### config.mk
export PLATFORM = sky130hd
export DESIGN_NAME = dual_countdown_core
export DESIGN_NICKNAME = d
export VERILOG_FILES = /design/src/rtl/dct_pkg.sv /design/src/rtl/dct_timer_slot.sv /design/src/rtl/dct_run_arbiter.sv /design/src/rtl/dct_readout.sv /design/src/rtl/dual_countdown_core.sv
export SDC_FILE = /design/constraint.sdc
export NUM_CORES = 1
export LEC_CHECK = 0
export BUFFER_PORTS_ARGS = -buffer_cell sky130_fd_sc_hd__buf_4
export CORE_ASPECT_RATIO = 1.5
export CORE_MARGIN = 5
export CORE_UTILIZATION = 55
export CTS_CLUSTER_DIAMETER = 80
export DETAILED_ROUTE_END_ITERATION = 10
export PLACE_DENSITY = 0.76
export REMOVE_ABC_BUFFERS = 1
export SLEW_MARGIN = 10
export SYNTH_ARGS = -nofsm -noshare
export SYNTH_HDL_FRONTEND = slang
export SYNTH_SLANG_ARGS = --single-unit
### constraint.sdc
create_clock -name clk -period 10.55 [get_ports clk]
set_clock_uncertainty 0.2 [all_clocks]
set_input_delay 3.165 -clock clk [delete_from_list [all_inputs] [get_ports clk]]
set_output_delay 3.165 -clock clk [all_outputs]
set_load 0.005 [all_outputs]
### src/rtl/dct_pkg.sv
package dct_pkg;

  localparam int HR_W = 7;
  localparam int MN_W = 6;

  typedef struct packed {
    logic [HR_W-1:0] hh;
    logic [MN_W-1:0] mm;
    logic [MN_W-1:0] ss;
  } tcount_t;

  // binary 0..99 to two BCD digits
  function automatic logic [7:0] bin_to_bcd2(input logic [HR_W-1:0] v);
    logic [HR_W-1:0] tens;
    logic [HR_W-1:0] ones;
    tens = v / 7'd10;
    ones = v % 7'd10;
    return {tens[3:0], ones[3:0]};
  endfunction

endpackage

### src/rtl/dct_timer_slot.sv
module dct_timer_slot
  import dct_pkg::*;
(
  input  logic    clk,
  input  logic    rst_n,
  input  logic    tick,
  input  logic    run_en,
  input  logic    load_en,
  input  tcount_t load_val,
  input  logic    ack,
  output tcount_t cnt,
  output logic    is_zero,
  output logic    expire,
  output logic    alarm
);

  tcount_t cnt_q, cnt_d;
  logic    alarm_q, alarm_d;
  logic    last_sec;

  always_comb begin
    is_zero  = (cnt_q == '0);
    last_sec = (cnt_q.hh == '0) && (cnt_q.mm == '0) && (cnt_q.ss == 6'd1);
    cnt_d    = cnt_q;
    expire   = 1'b0;
    if (load_en) begin
      cnt_d = load_val;
    end else if (run_en && tick && !is_zero) begin
      expire = last_sec;
      if (cnt_q.ss != '0) begin
        cnt_d.ss = cnt_q.ss - 6'd1;
      end else if (cnt_q.mm != '0) begin
        cnt_d.mm = cnt_q.mm - 6'd1;
        cnt_d.ss = 6'd59;
      end else begin
        cnt_d.hh = cnt_q.hh - 7'd1;
        cnt_d.mm = 6'd59;
        cnt_d.ss = 6'd59;
      end
    end
  end

  always_comb begin
    alarm_d = alarm_q;
    if (ack || load_en) alarm_d = 1'b0;
    if (expire)         alarm_d = 1'b1;
  end

  always_ff @(posedge clk or negedge rst_n) begin
    if (!rst_n) begin
      cnt_q   <= '0;
      alarm_q <= 1'b0;
    end else begin
      cnt_q   <= cnt_d;
      alarm_q <= alarm_d;
    end
  end

  assign cnt   = cnt_q;
  assign alarm = alarm_q;

endmodule

### src/rtl/dct_run_arbiter.sv
module dct_run_arbiter #(
  parameter int N_TIMERS = 2
) (
  input  logic                clk,
  input  logic                rst_n,
  input  logic [N_TIMERS-1:0] toggle,
  input  logic [N_TIMERS-1:0] can_start,
  input  logic [N_TIMERS-1:0] expire,
  output logic [N_TIMERS-1:0] run_q
);

  logic [N_TIMERS-1:0] run_d;
  logic                granted;

  always_comb begin
    run_d   = run_q;
    granted = 1'b0;
    for (int i = 0; i < N_TIMERS; i++) begin
      if ((toggle[i] && run_q[i]) || expire[i]) run_d[i] = 1'b0;
    end
    if (run_q == '0) begin
      for (int i = 0; i < N_TIMERS; i++) begin
        if (!granted && toggle[i] && can_start[i]) begin
          run_d[i] = 1'b1;
          granted  = 1'b1;
        end
      end
    end
  end

  always_ff @(posedge clk or negedge rst_n) begin
    if (!rst_n) run_q <= '0;
    else        run_q <= run_d;
  end

endmodule

### src/rtl/dct_readout.sv
module dct_readout
  import dct_pkg::*;
#(
  parameter int N_TIMERS  = 2,
  parameter int MAX_HOURS = 100,
  parameter int SEL_W     = 1
) (
  input  tcount_t [N_TIMERS-1:0] cnts,
  input  logic    [SEL_W-1:0]    view_sel,
  output logic    [15:0]         bcd,
  output logic                   over
);

  tcount_t         shown;
  logic [HR_W-1:0] hrs;

  always_comb begin
    shown = cnts[view_sel];
    over  = (shown.hh >= HR_W'(MAX_HOURS));
    hrs   = over ? '0 : shown.hh;
    bcd   = {bin_to_bcd2(hrs), bin_to_bcd2({1'b0, shown.mm})};
  end

endmodule

### src/rtl/dual_countdown_core.sv
module dual_countdown_core
  import dct_pkg::*;
#(
  parameter  int N_TIMERS  = 2,
  parameter  int MAX_HOURS = 100,
  localparam int SEL_W     = (N_TIMERS > 1) ? $clog2(N_TIMERS) : 1
) (
  input  logic                clk,
  input  logic                rst_n,
  input  logic                sec_tick,
  input  logic [N_TIMERS-1:0] run_toggle,
  input  logic                load_stb,
  input  logic [SEL_W-1:0]    load_sel,
  input  logic [HR_W-1:0]     load_hours,
  input  logic [MN_W-1:0]     load_mins,
  input  logic                alarm_ack,
  input  logic [SEL_W-1:0]    view_sel,
  output logic [15:0]         disp_bcd,
  output logic                disp_over,
  output logic [N_TIMERS-1:0] run_state,
  output logic [N_TIMERS-1:0] alarm
);

  logic                   rst_meta, rst_sync;
  logic [N_TIMERS-1:0]    load_acc, can_start, expire, is_zero;
  tcount_t [N_TIMERS-1:0] cnt_all;
  tcount_t                load_val;

  // asynchronous assert, synchronous release
  always_ff @(posedge clk or negedge rst_n) begin
    if (!rst_n) begin
      rst_meta <= 1'b0;
      rst_sync <= 1'b0;
    end else begin
      rst_meta <= 1'b1;
      rst_sync <= rst_meta;
    end
  end

  // preset clamping
  always_comb begin
    load_val.ss = '0;
    if (load_hours >= HR_W'(MAX_HOURS)) begin
      load_val.hh = HR_W'(MAX_HOURS);
      load_val.mm = '0;
    end else begin
      load_val.hh = load_hours;
      load_val.mm = (load_mins > 6'd59) ? 6'd59 : load_mins;
    end
  end

  for (genvar g = 0; g < N_TIMERS; g++) begin : g_slot
    assign load_acc[g]  = load_stb && (load_sel == SEL_W'(g)) && !run_state[g];
    assign can_start[g] = !is_zero[g] && !load_acc[g];

    dct_timer_slot u_slot (
      .clk      (clk),
      .rst_n    (rst_sync),
      .tick     (sec_tick),
      .run_en   (run_state[g]),
      .load_en  (load_acc[g]),
      .load_val (load_val),
      .ack      (alarm_ack),
      .cnt      (cnt_all[g]),
      .is_zero  (is_zero[g]),
      .expire   (expire[g]),
      .alarm    (alarm[g])
    );
  end

  dct_run_arbiter #(.N_TIMERS(N_TIMERS)) u_arb (
    .clk       (clk),
    .rst_n     (rst_sync),
    .toggle    (run_toggle),
    .can_start (can_start),
    .expire    (expire),
    .run_q     (run_state)
  );

  dct_readout #(.N_TIMERS(N_TIMERS), .MAX_HOURS(MAX_HOURS), .SEL_W(SEL_W)) u_view (
    .cnts     (cnt_all),
    .view_sel (view_sel),
    .bcd      (disp_bcd),
    .over     (disp_over)
  );

endmodule

==> results.txt, run 1 <==
Status - completed
Crit path max fanout - 9
Final Util - 65.5%
Setup crit end - disp_bcd[10]
Top FF cell, synth - dfrtp_1
CTS Buf Count - 5
# nets final - 511
Max-Cap Viols - 0
Via density - 6.18
Via count - 3,380
#FFs+latches synth - 44
I/O pins - 43
Slowest-stage cell, CP - or3_1
Most common cell after layout, fill and taps aside - buf_4
Most used routing layer in global routing - met2
Post-synthesis sequential area ratio - 31.2%
Layout cell share with drive strength beyond 1 - 18.8%
Worst Setup SP - view_sel
First-pass GRT wire length - 15.1 mm
Post-place setup slack - -0.136 ns
Stages on worst setup path - 23
CTS tree - built
EDFF count, synth - 0
Final wirelength - 9.29 mm
DRT iter0 DRCs - 162
Hold buffers post-CTS - 0
P per Cell Area - 372 nW/um2
Row count - 35
Period utilization - 98.4%
Relative slew slack - 47.1%
Largest net degree at the start of global routing - 43
Peak supply drop - 0.206 mV
GR Layer Usage met1 - 26.8%
Commonest non-fill, non-tap cells in the layout - buf_4 (54), nor2_1 (47), dfrtp_1 (44), a21oi_1 (37), nand2_1 (36)
CP arrival - 7.01 ns
GR Util met2 - 43.9%
Antenna diode count - 0
Crit start category - input pin
# H-tree levels - 2
Routed WL per cell - 17.0 um
Critical Path Max Stage Delay - 0.30 ns
CTS root buf - clkbuf_8
Clk pwr share - 7.4%
Vias in the first global route - 3,286
Die Ht - 108 um
Overall Global Routing Usage - 23.5%
WP buf/inv - 3
Fin. Hold Viols - 0
Fill cells - 543
Lkg Pwr - 1.77 nW
Yosys cell types - 61
Sink Count - 44
Placer congestion estimate - 0.901
Initial Utilization - 57.1%
GRT overflow - 0
Internal Pwr Total - 0.820 mW
Synth Warn # - 0
DRC - 0
Initial antenna violation count - 0
Core Area - 6170 um2
Comb pwr share - 69.9%
Reg clk slew, reported paths - 0.08 ns
CP endpoint kind - output pin
Switching pwr - 0.684 mW
Tightest Hold Check Type - reg2async
Slew @ Worst Pin - 0.791 ns
Die area - 8150 um2
Setup ws final - 0.174 ns
Reg-to-reg endpoint - g_slot[1].u_slot.cnt[15]$_DFFE_PN0P_
R2R depth - 10
Detail Placement HPWL - 7.18 mm
RR Startpoint - g_slot[1].u_slot.cnt[0]$_DFFE_PN0P_
Req. time, crit path - 7.19 ns
Fmax - 96.4 MHz
GR Util met3 - 2.98%
Count of input and output buffers - 41
Area delta synth->final - 14.7%
Critical path class - in2out
Setup violations, final - 0
Ys async rst share - 100%
Switching portion of total power - 45.5%
Final min period - 10.38 ns
R2R Setup Slk - 7.15 ns
Cell area after synthesis - 3530 um2
Post-DRT Antenna Nets - 0
Syn avg cell area - 8.11 um2
Top delay family on crit path - compound AO/OA/AOI/OAI gates
Crit-path cells - buf_4 -> nand3b_1 -> a211oi_2 -> or2_4 -> ha_4 -> nor2_2 -> a211oi_4 -> xor2_2 -> inv_2 -> ha_4 -> a21oi_4 -> nor2_1 -> a32oi_2 -> a31o_4 -> a21oi_2 -> xnor2_2 -> ha_2 -> nand2_1 -> or3_1 -> nand4_1 -> nand3_2 -> mux2i_1 -> buf_4
Part of the power in registers - 22.7%
Fin. max-slew vios - 0
CTS max path bufs - 2
Clock latency on the worst-skew pair - 0.29 ns
Cells after synthesis - 435
Die width - 75.4 um
Drt pass-1 iters - 4
[flip-flops by register name, indices dropped and copies added (netlist names)]
signal and flops:
rst_sync 1, u_arb.run_q 2, g_slot.u_slot.alarm 2, rst_meta 1, g_slot.u_slot.cnt 38
[kinds of logic (layout without fill, tap and decap cells)]
kind of cell               Yosys count  count (layout)  share of synthesized area (%)
and+or+nand+nor                    179             179                           26.1
AOI/OAI and AO/OA                  126             126                           23.8
DFF                                 44              44                           31.2
buffers and inverters               44              82                           6.10
muxes                               17              17                           4.93
adders and majority gates           16              16                           5.68
xor gates and xnor gates             7               7                           1.95
other                                2               2                          0.213
[stage by stage]
step	TNS (ns)	std cells	total power, mW	hold WS [ns]	area [um2]
after floorplan	0	412	0.953	0.131	3390
after global placement	0	536	1.29	0.137	3860
after detailed placement	-0.226	536	1.32	0.142	3860
after CTS	0	544	1.45	0.140	3970
after global routing	-0.00513	547	1.64	0.180	4040
final	0	547	1.50	0.113	4040
[repair_timing]
item | 4_1_cts | 5_1_grt
endpoints found under the setup margin | 2 | 3
pin swaps | 1 | 11
buffers inserted | 1 | 3
resized for setup | 2 | 8
gates cloned | 0 | 0
[cell usage after synthesis (8+ instances only)]
master,instances,area [um2]
nor2_1,48,180
dfrtp_1,44,1100
a21oi_1,38,190
nand2_1,36,135
o21ai_0,35,175
inv_1,20,75.1
nor3_1,19,95.1
nand3_1,18,90.1
ha_1,16,200
mux2i_1,14,140
clkbuf_1,11,41.3
nor4_1,9,56.3
a22o_1,8,70.1
[layer usage]
| metal | routed length [um] | part of all wire [%] | up-vias |
|---|---|---|---|
| li1 | - | - | 1655 |
| met1 | 3510 | 38 | 1639 |
| met4 | 137 | 1.5 | 0 |
| met5 | 0 | 0 | - |
| met3 | 373 | 4.0 | 10 |
| met2 | 5260 | 57 | 76 |
[worst register-to-register path, stage by stage (launching register included)]
cell	delay (ns)
dfrtp_1	0.45
inv_1	0.09
ha_1	0.23
and3b_1	0.24
nand4b_1	0.15
nand3_1	0.22
o21ai_1	0.45
inv_1	0.15
nor2_1	0.64
o21ai_0	0.20
a22o_1	0.27
[final cells by class]
class,instances,area [um2],share of cell area (%)
multi-input combinational,347,2270,56.1
sequential,44,1100,27.2
tap,74,92.6,2.29
inverter,21,78.8,1.95
timing repair buffer,54,405,10.0
clock buffer,7,96.3,2.38
[worst min path at each step]
| stage | from | to | cells past startpoint | slack, ns |
|---|---|---|---|---|
| 5_1_grt | rst_meta$_DFF_PN0_ | rst_sync$_DFF_PN0_ | 0 | 0.18 |
| 3_3_place_gp | rst_sync$_DFF_PN0_ | g_slot[1].u_slot.cnt[1]$_DFFE_PN0P_ | 1 | 0.14 |
| 3_5_place_dp | rst_sync$_DFF_PN0_ | g_slot[1].u_slot.cnt[1]$_DFFE_PN0P_ | 1 | 0.14 |
| 6_report | rst_sync$_DFF_PN0_ | g_slot[1].u_slot.cnt[1]$_DFFE_PN0P_ | 1 | 0.11 |
| 2_1_floorplan | rst_meta$_DFF_PN0_ | rst_sync$_DFF_PN0_ | 0 | 0.13 |
| 4_1_cts | rst_sync$_DFF_PN0_ | g_slot[1].u_slot.cnt[1]$_DFFE_PN0P_ | 1 | 0.14 |
[power by group through the flow]
stage / Clock, mW / Combinational, mW / Sequential [mW]
after floorplan: 0 / 0.640 / 0.313
after global placement: 0 / 0.948 / 0.339
after detailed placement: 0 / 0.983 / 0.341
after CTS: 0.115 / 0.997 / 0.339
after global routing: 0.122 / 1.16 / 0.354
final: 0.112 / 1.05 / 0.341
Note: power is estimated with default switching activity, not from simulation.
==> inputs of run 2 (changes only) <==
--- a/config.mk
+++ b/config.mk
@@ -8,10 +8,10 @@
 export BUFFER_PORTS_ARGS = -buffer_cell sky130_fd_sc_hd__buf_4
 export CORE_ASPECT_RATIO = 1.5
 export CORE_MARGIN = 5
-export CORE_UTILIZATION = 55
+export CORE_UTILIZATION = 50
 export CTS_CLUSTER_DIAMETER = 80
 export DETAILED_ROUTE_END_ITERATION = 10
-export PLACE_DENSITY = 0.76
+export PLACE_DENSITY = 0.7
 export REMOVE_ABC_BUFFERS = 1
 export SLEW_MARGIN = 10
 export SYNTH_ARGS = -nofsm -noshare
==> run 2 against run 1 <==
Worst hold slack gained 0.015 ns. Largest power group unchanged. Count of clock-buffer cells in the layout is 1 higher. Highest routed layer unchanged. Clock power about the same. Largest cell class unchanged.
==> results.txt, run 2 (synthesized netlist as in run 1, its figures left out) <==
Status - completed (unchanged)
CTS max path bufs - 2 (unchanged)
Crit start category - input pin (unchanged)
Clk pwr share - 7.2% (was 7.4%)
# H-tree levels - 2 (unchanged)
P per Cell Area - 371 nW/um2 (was 372 nW/um2)
Comb pwr share - 70.2% (was 69.9%)
Internal Pwr Total - 0.823 mW (was 0.820 mW)
Max-Cap Viols - 0 (unchanged)
# nets final - 512 (was 511)
Largest register FFs - 38 (unchanged)
Overall Global Routing Usage - 21.2% (was 23.5%)
Fmax - 97.2 MHz (was 96.4 MHz)
DRT iter0 DRCs - 218 (was 162)
Detail Placement HPWL - 7.14 mm (was 7.18 mm)
Die area - 8870 um2 (was 8150 um2)
Core Area - 6850 um2 (was 6170 um2)
CTS root buf - clkbuf_8 (unchanged)
DRC - 0 (unchanged)
Top delay family on crit path - compound AO/OA/AOI/OAI gates (unchanged)
Clock latency on the worst-skew pair - 0.29 ns (about the same)
Register area - 1100 um2 (unchanged)
Drt pass-1 iters - 5 (was 4)
Commonest non-fill, non-tap cells in the layout - buf_4 (55), nor2_1 (46), dfrtp_1 (44), a21oi_1 (37), nand2_1 (36) (was buf_4 (54), nor2_1 (47), dfrtp_1 (44), a21oi_1 (37), nand2_1 (36))
Placer congestion estimate - 0.884 (was 0.901)
Antenna diode count - 0 (unchanged)
Period utilization - 97.5% (was 98.4%)
Placed cell count - 540 (was 536)
Final min period - 10.29 ns (was 10.38 ns)
Lkg Pwr - 1.77 nW (about the same)
Worst hold slack - 0.127 ns (was 0.113 ns)
Fill cells - 643 (was 543)
CTS Buf Count - 5 (unchanged)
Critical path class - in2out (unchanged)
RSZ-0062 raised after global routing - no
Post-DRT Antenna Nets - 0 (unchanged)
Via density - 6.13 (was 6.18)
Initial antenna violation count - 0 (unchanged)
Hold buffers post-CTS - 0 (unchanged)
I/O pins - 43 (unchanged)
Vias in the first global route - 3,399 (was 3,286)
Row count - 37 (was 35)
Via count - 3,389 (was 3,380)
Req. time, crit path - 7.19 ns (about the same)
Relative slew slack - 42.0% (was 47.1%)
Crit-path cells - buf_4 -> nand3b_1 -> a211oi_2 -> or2_4 -> ha_4 -> nor2_2 -> a211oi_4 -> xor2_2 -> inv_2 -> ha_2 -> a21oi_4 -> a32oi_2 -> a31o_4 -> a21oi_4 -> xnor2_2 -> ha_2 -> nand2_1 -> or3_1 -> nand4_1 -> nand3_2 -> xnor2_1 -> buf_4 (was buf_4 -> nand3b_1 -> a211oi_2 -> or2_4 -> ha_4 -> nor2_2 -> a211oi_4 -> xor2_2 -> inv_2 -> ha_4 -> a21oi_4 -> nor2_1 -> a32oi_2 -> a31o_4 -> a21oi_2 -> xnor2_2 -> ha_2 -> nand2_1 -> or3_1 -> nand4_1 -> nand3_2 -> mux2i_1 -> buf_4)
Area delta synth->final - 15.0% (was 14.7%)
CP arrival - 6.92 ns (was 7.01 ns)
Multi-input logic area - 2270 um2 (about the same)
Count of input and output buffers - 41 (unchanged)
Sink Count - 44 (unchanged)
Layout cell share with drive strength beyond 1 - 19.2% (was 18.8%)
CTS tree - built (unchanged)
CP endpoint kind - output pin (unchanged)
Switching pwr - 0.681 mW (was 0.684 mW)
Die Ht - 113 um (was 108 um)
Die width - 78.6 um (was 75.4 um)
Most common cell after layout, fill and taps aside - buf_4 (unchanged)
GRT overflow - 0 (unchanged)
Crit path max fanout - 9 (unchanged)
WP buf/inv - 3 (unchanged)
Initial Utilization - 51.5% (was 57.1%)
Final wirelength - 9.23 mm (was 9.29 mm)
Routed WL per cell - 16.7 um (was 17.0 um)
Peak supply drop - 0.233 mV (was 0.206 mV)
First-pass GRT wire length - 15.4 mm (was 15.1 mm)
Critical Path Max Stage Delay - 0.30 ns (about the same)
Part of the power in registers - 22.6% (was 22.7%)
Tightest Hold Check Type - reg2async (unchanged)
Largest net degree at the start of global routing - 43 (unchanged)
Slowest-stage cell, CP - or3_1 (unchanged)
Finished Layout Cells - 553 (was 547)
Setup violations, final - 0 (unchanged)
Slew @ Worst Pin - 0.866 ns (was 0.791 ns)
Reg clk slew, reported paths - 0.08 ns (about the same)
Fin. max-slew vios - 0 (unchanged)
Switching portion of total power - 45.3% (was 45.5%)
Fin. Hold Viols - 0 (unchanged)
[run 2: worst paths after layout]
| path | from | endpoint | slack (ns) | cells after the start |
|---|---|---|---|---|
| max | view_sel | disp_bcd[9] | 0.26 | 22 |
| min | rst_sync$_DFF_PN0_ | g_slot[0].u_slot.alarm$_DFFE_PN0P_ | 0.13 | 1 |
| max reg2reg | g_slot[1].u_slot.cnt[0]$_DFFE_PN0P_ | g_slot[1].u_slot.cnt[15]$_DFFE_PN0P_ | 7.07 | 10 |
| min reg2reg | rst_sync$_DFF_PN0_ | g_slot[0].u_slot.alarm$_DFFE_PN0P_ | 0.13 | 1 |
| max in group asynchronous | rst_n | rst_sync$_DFF_PN0_ | 7.63 | 1 |
| min in group clk | rst_meta$_DFF_PN0_ | rst_sync$_DFF_PN0_ | 0.16 | 0 |
[run 2: stage by stage]
step           util (%)  setup WS [ns]  area, um2  power [mW]  TNS, ns
3_3_place_gp       56.5          0.103       3870        1.29        0
6_report           59.2          0.264       4050        1.50        0
4_1_cts            57.9         0.0357       3970        1.44        0
3_5_place_dp       56.5        -0.0910       3870        1.32   -0.176
2_1_floorplan         -          0.235       3390       0.953        0
5_1_grt            59.2         0.0149       4050        1.65        0
[run 2: final cells by class]
class / instances / share of cell area [%]
Clock buffer: 8 / 2.22
Inverter: 21 / 1.94
Multi-Input combinational cell: 347 / 56.1
Sequential cell: 44 / 27.2
Tap cell: 78 / 2.41
Timing Repair Buffer: 55 / 10.2
[run 2: timing repair]
| action | CTS | global route |
|---|---|---|
| setup endpoints to repair | 2 | 3 |
| cloned | 0 | 0 |
| pin swaps | 0 | 8 |
| buffers inserted | 0 | 5 |
| gates resized for setup | 3 | 9 |
[run 2: routing by layer]
| layer | GRT usage [%] | wire length, um | vias to the layer above |
|---|---|---|---|
| met5 | 0 | 0 | - |
| met4 | 6.65 | 168 | 0 |
| met3 | 2.71 | 292 | 14 |
| met2 | 41.2 | 5140 | 56 |
| met1 | 23.3 | 3630 | 1655 |
| li1 | - | - | 1664 |
[run 2: power by group through the flow]
stage / registers [mW] / clock network (mW) / logic [mW]
after floorplan: 0.313 / 0 / 0.640
after global placement: 0.339 / 0 / 0.948
after detailed placement: 0.340 / 0 / 0.980
after CTS: 0.337 / 0.112 / 0.993
after global routing: 0.354 / 0.119 / 1.17
final: 0.339 / 0.109 / 1.06
==> inputs of run 3 (changes only) <==
--- a/config.mk
+++ b/config.mk
@@ -6,12 +6,14 @@
 export NUM_CORES = 1
 export LEC_CHECK = 0
 export BUFFER_PORTS_ARGS = -buffer_cell sky130_fd_sc_hd__buf_4
+export CELL_PAD_IN_SITES_DETAIL_PLACEMENT = 0
+export CELL_PAD_IN_SITES_GLOBAL_PLACEMENT = 2
 export CORE_ASPECT_RATIO = 1.5
 export CORE_MARGIN = 5
-export CORE_UTILIZATION = 50
+export CORE_UTILIZATION = 35
 export CTS_CLUSTER_DIAMETER = 80
 export DETAILED_ROUTE_END_ITERATION = 10
-export PLACE_DENSITY = 0.7
+export PLACE_DENSITY = 0.8
 export REMOVE_ABC_BUFFERS = 1
 export SLEW_MARGIN = 10
 export SYNTH_ARGS = -nofsm -noshare
==> run 3 against run 2 <==
Cell count rose by 7.4%. Count of clock-buffer cells in the layout fell by 2. Critical endpoint is now disp_bcd[10]. Cell area rose by 3.2%. First-iteration DRC count fell by 44%.
==> results.txt, run 3 (synthesized netlist as in run 1, its figures left out) <==
Worst Setup SP - view_sel (unchanged)
CP arrival - 6.95 ns (was 6.92 ns)
Die width - 92.0 um (was 78.6 um)
Fin. Hold Viols - 0 (unchanged)
DRT iter0 DRCs - 122 (was 218)
Antenna diode count - 0 (unchanged)
Reg clk slew, reported paths - 0.06 ns (was 0.08 ns)
Initial Utilization - 35.2% (was 51.5%)
Max-Cap Viols - 0 (unchanged)
CP endpoint kind - output pin (unchanged)
CTS max path bufs - 2 (unchanged)
Core Area - 10,000 um2 (was 6850 um2)
Sink Count - 44 (unchanged)
Status - completed (unchanged)
Via density - 5.73 (was 6.13)
Relative slew slack - 34.6% (was 42.0%)
CTS root buf - clkbuf_16 (was clkbuf_8)
Final wirelength - 10.4 mm (was 9.23 mm)
# nets final - 514 (was 512)
Req. time, crit path - 7.19 ns (about the same)
Crit start category - input pin (unchanged)
Count of input and output buffers - 41 (unchanged)
Crit path max fanout - 7 (was 9)
Final min period - 10.31 ns (was 10.29 ns)
Hold buffers post-CTS - 0 (unchanged)
Peak supply drop - 0.134 mV (was 0.233 mV)
Overall Global Routing Usage - 17.0% (was 21.2%)
# H-tree levels - 2 (unchanged)
Period utilization - 97.7% (was 97.5%)
Detail Placement HPWL - 7.91 mm (was 7.14 mm)
DRC - 0 (unchanged)
Setup ws final - 0.238 ns (was 0.264 ns)
P per Cell Area - 379 nW/um2 (was 371 nW/um2)
Commonest non-fill, non-tap cells in the layout - buf_4 (57), nor2_1 (46), dfrtp_1 (43), a21oi_1 (37), nand2_1 (36) (was buf_4 (55), nor2_1 (46), dfrtp_1 (44), a21oi_1 (37), nand2_1 (36))
Layout cell share with drive strength beyond 1 - 19.5% (was 19.2%)
Fin. max-slew vios - 0 (unchanged)
GRT overflow - 0 (unchanged)
Largest register FFs - 38 (unchanged)
Die Ht - 133 um (was 113 um)
Vias in the first global route - 3,421 (was 3,399)
Drt pass-1 iters - 6 (was 5)
Area delta synth->final - 18.6% (was 15.0%)
Initial antenna violation count - 0 (unchanged)
Reg-to-reg endpoint - g_slot[1].u_slot.cnt[15]$_DFFE_PN0P_ (unchanged)
CTS Buf Count - 5 (unchanged)
CTS tree - built (unchanged)
Setup crit end - disp_bcd[10] (was disp_bcd[9])
Routed WL per cell - 17.4 um (was 16.7 um)
Post-place setup slack - -0.0629 ns (was -0.0910 ns)
I/O pins - 43 (unchanged)
Setup violations, final - 0 (unchanged)
Tot Pwr - 1.58 mW (was 1.50 mW)
First-pass GRT wire length - 16.8 mm (was 15.4 mm)
Critical path class - in2out (unchanged)
Placer congestion estimate - 0.819 (was 0.884)
Largest net degree at the start of global routing - 43 (unchanged)
Tightest Hold Check Type - reg2reg (was reg2async)
R2R Setup Slk - 7.02 ns (was 7.07 ns)
Fmax - 97.0 MHz (was 97.2 MHz)
RR Startpoint - g_slot[1].u_slot.cnt[0]$_DFFE_PN0P_ (unchanged)
Slew @ Worst Pin - 0.981 ns (was 0.866 ns)
Most common cell after layout, fill and taps aside - buf_4 (unchanged)
Row count - 45 (was 37)
Lkg Pwr - 1.81 nW (was 1.77 nW)
Post-DRT Antenna Nets - 0 (unchanged)
R2R depth - 10 (unchanged)
Clock latency on the worst-skew pair - 0.29 ns (about the same)
Worst hold slack - 0.154 ns (was 0.127 ns)
Die area - 12,200 um2 (was 8870 um2)
Via count - 3,406 (was 3,389)
-- run 3: routing by layer --
layer | global-route usage [%] | share of wire [%]
met2 | 32.0 | 54
met1 | 18.5 | 40
met3 | 2.45 | 2.4
met4 | 7.27 | 3.1
met5 | 0 | 0
-- run 3: power breakdown --
part	switching (mW)	leakage, nW	internal [mW]	total (mW)
Sequential	0.108	0.543	0.237	0.344
Clock	0.0665	0.0808	0.111	0.178
Combinational	0.522	1.18	0.540	1.06
-- run 3: per-stage QoR --
step / cell area (um2) / std cells / utilization (%) / setup TNS, ns
after detailed placement: 3920 / 579 / 39.1 / -0.115
after global routing: 4180 / 594 / 41.7 / -0.160
after CTS: 4090 / 588 / 40.8 / 0
after global placement: 3920 / 579 / 39.1 / 0
after floorplan: 3390 / 412 / - / 0
final: 4180 / 594 / 41.7 / 0
-- run 3: worst max-delay path, stage by stage --
cell and delay, ns:
buf_4 0.15, nand3b_1 0.21, a211oi_2 0.26, or2_4 0.18
ha_4 0.14, nor2_2 0.05, a211oi_4 0.28, xor2_2 0.19
inv_2 0.08, ha_4 0.18, a21oi_4 0.15, nor2_2 0.06
a32oi_2 0.22, a31o_4 0.20, a21oi_2 0.06, xnor2_1 0.22
ha_2 0.23, nand2_1 0.07, or3_1 0.31, nand4_1 0.11
nand3_2 0.12, mux2i_1 0.17, buf_4 0.13
-- run 3: how the worst min path moves through the flow --
| stage | from | endpoint | cells after the start | slack [ns] |
|---|---|---|---|---|
| floorplan | rst_meta$_DFF_PN0_ | rst_sync$_DFF_PN0_ | 0 | 0.13 |
| global placement | rst_meta$_DFF_PN0_ | rst_sync$_DFF_PN0_ | 0 | 0.13 |
| detailed placement | rst_meta$_DFF_PN0_ | rst_sync$_DFF_PN0_ | 0 | 0.14 |
| CTS | rst_meta$_DFF_PN0_ | rst_sync$_DFF_PN0_ | 0 | 0.16 |
| global route | rst_meta$_DFF_PN0_ | rst_sync$_DFF_PN0_ | 0 | 0.16 |
| finish | rst_meta$_DFF_PN0_ | rst_sync$_DFF_PN0_ | 0 | 0.15 |
-- run 3: what timing repair did --
action	in CTS	in global routing
pin swaps	1	9
resized for setup	1	9
buffers inserted	1	6
endpoints found under the setup margin	2	4
-- run 3: layout make-up --
cell class                      instances  area, um2
Timing Repair Buffer                   57        428
Inverter                               21       78.8
Sequential cell                        44       1100
Multi-Input combinational cell        347       2260
Tap cell                              117        146
Fill cell                            1051       5840
Clock inverter                          2       35.0
Clock buffer                            6        129
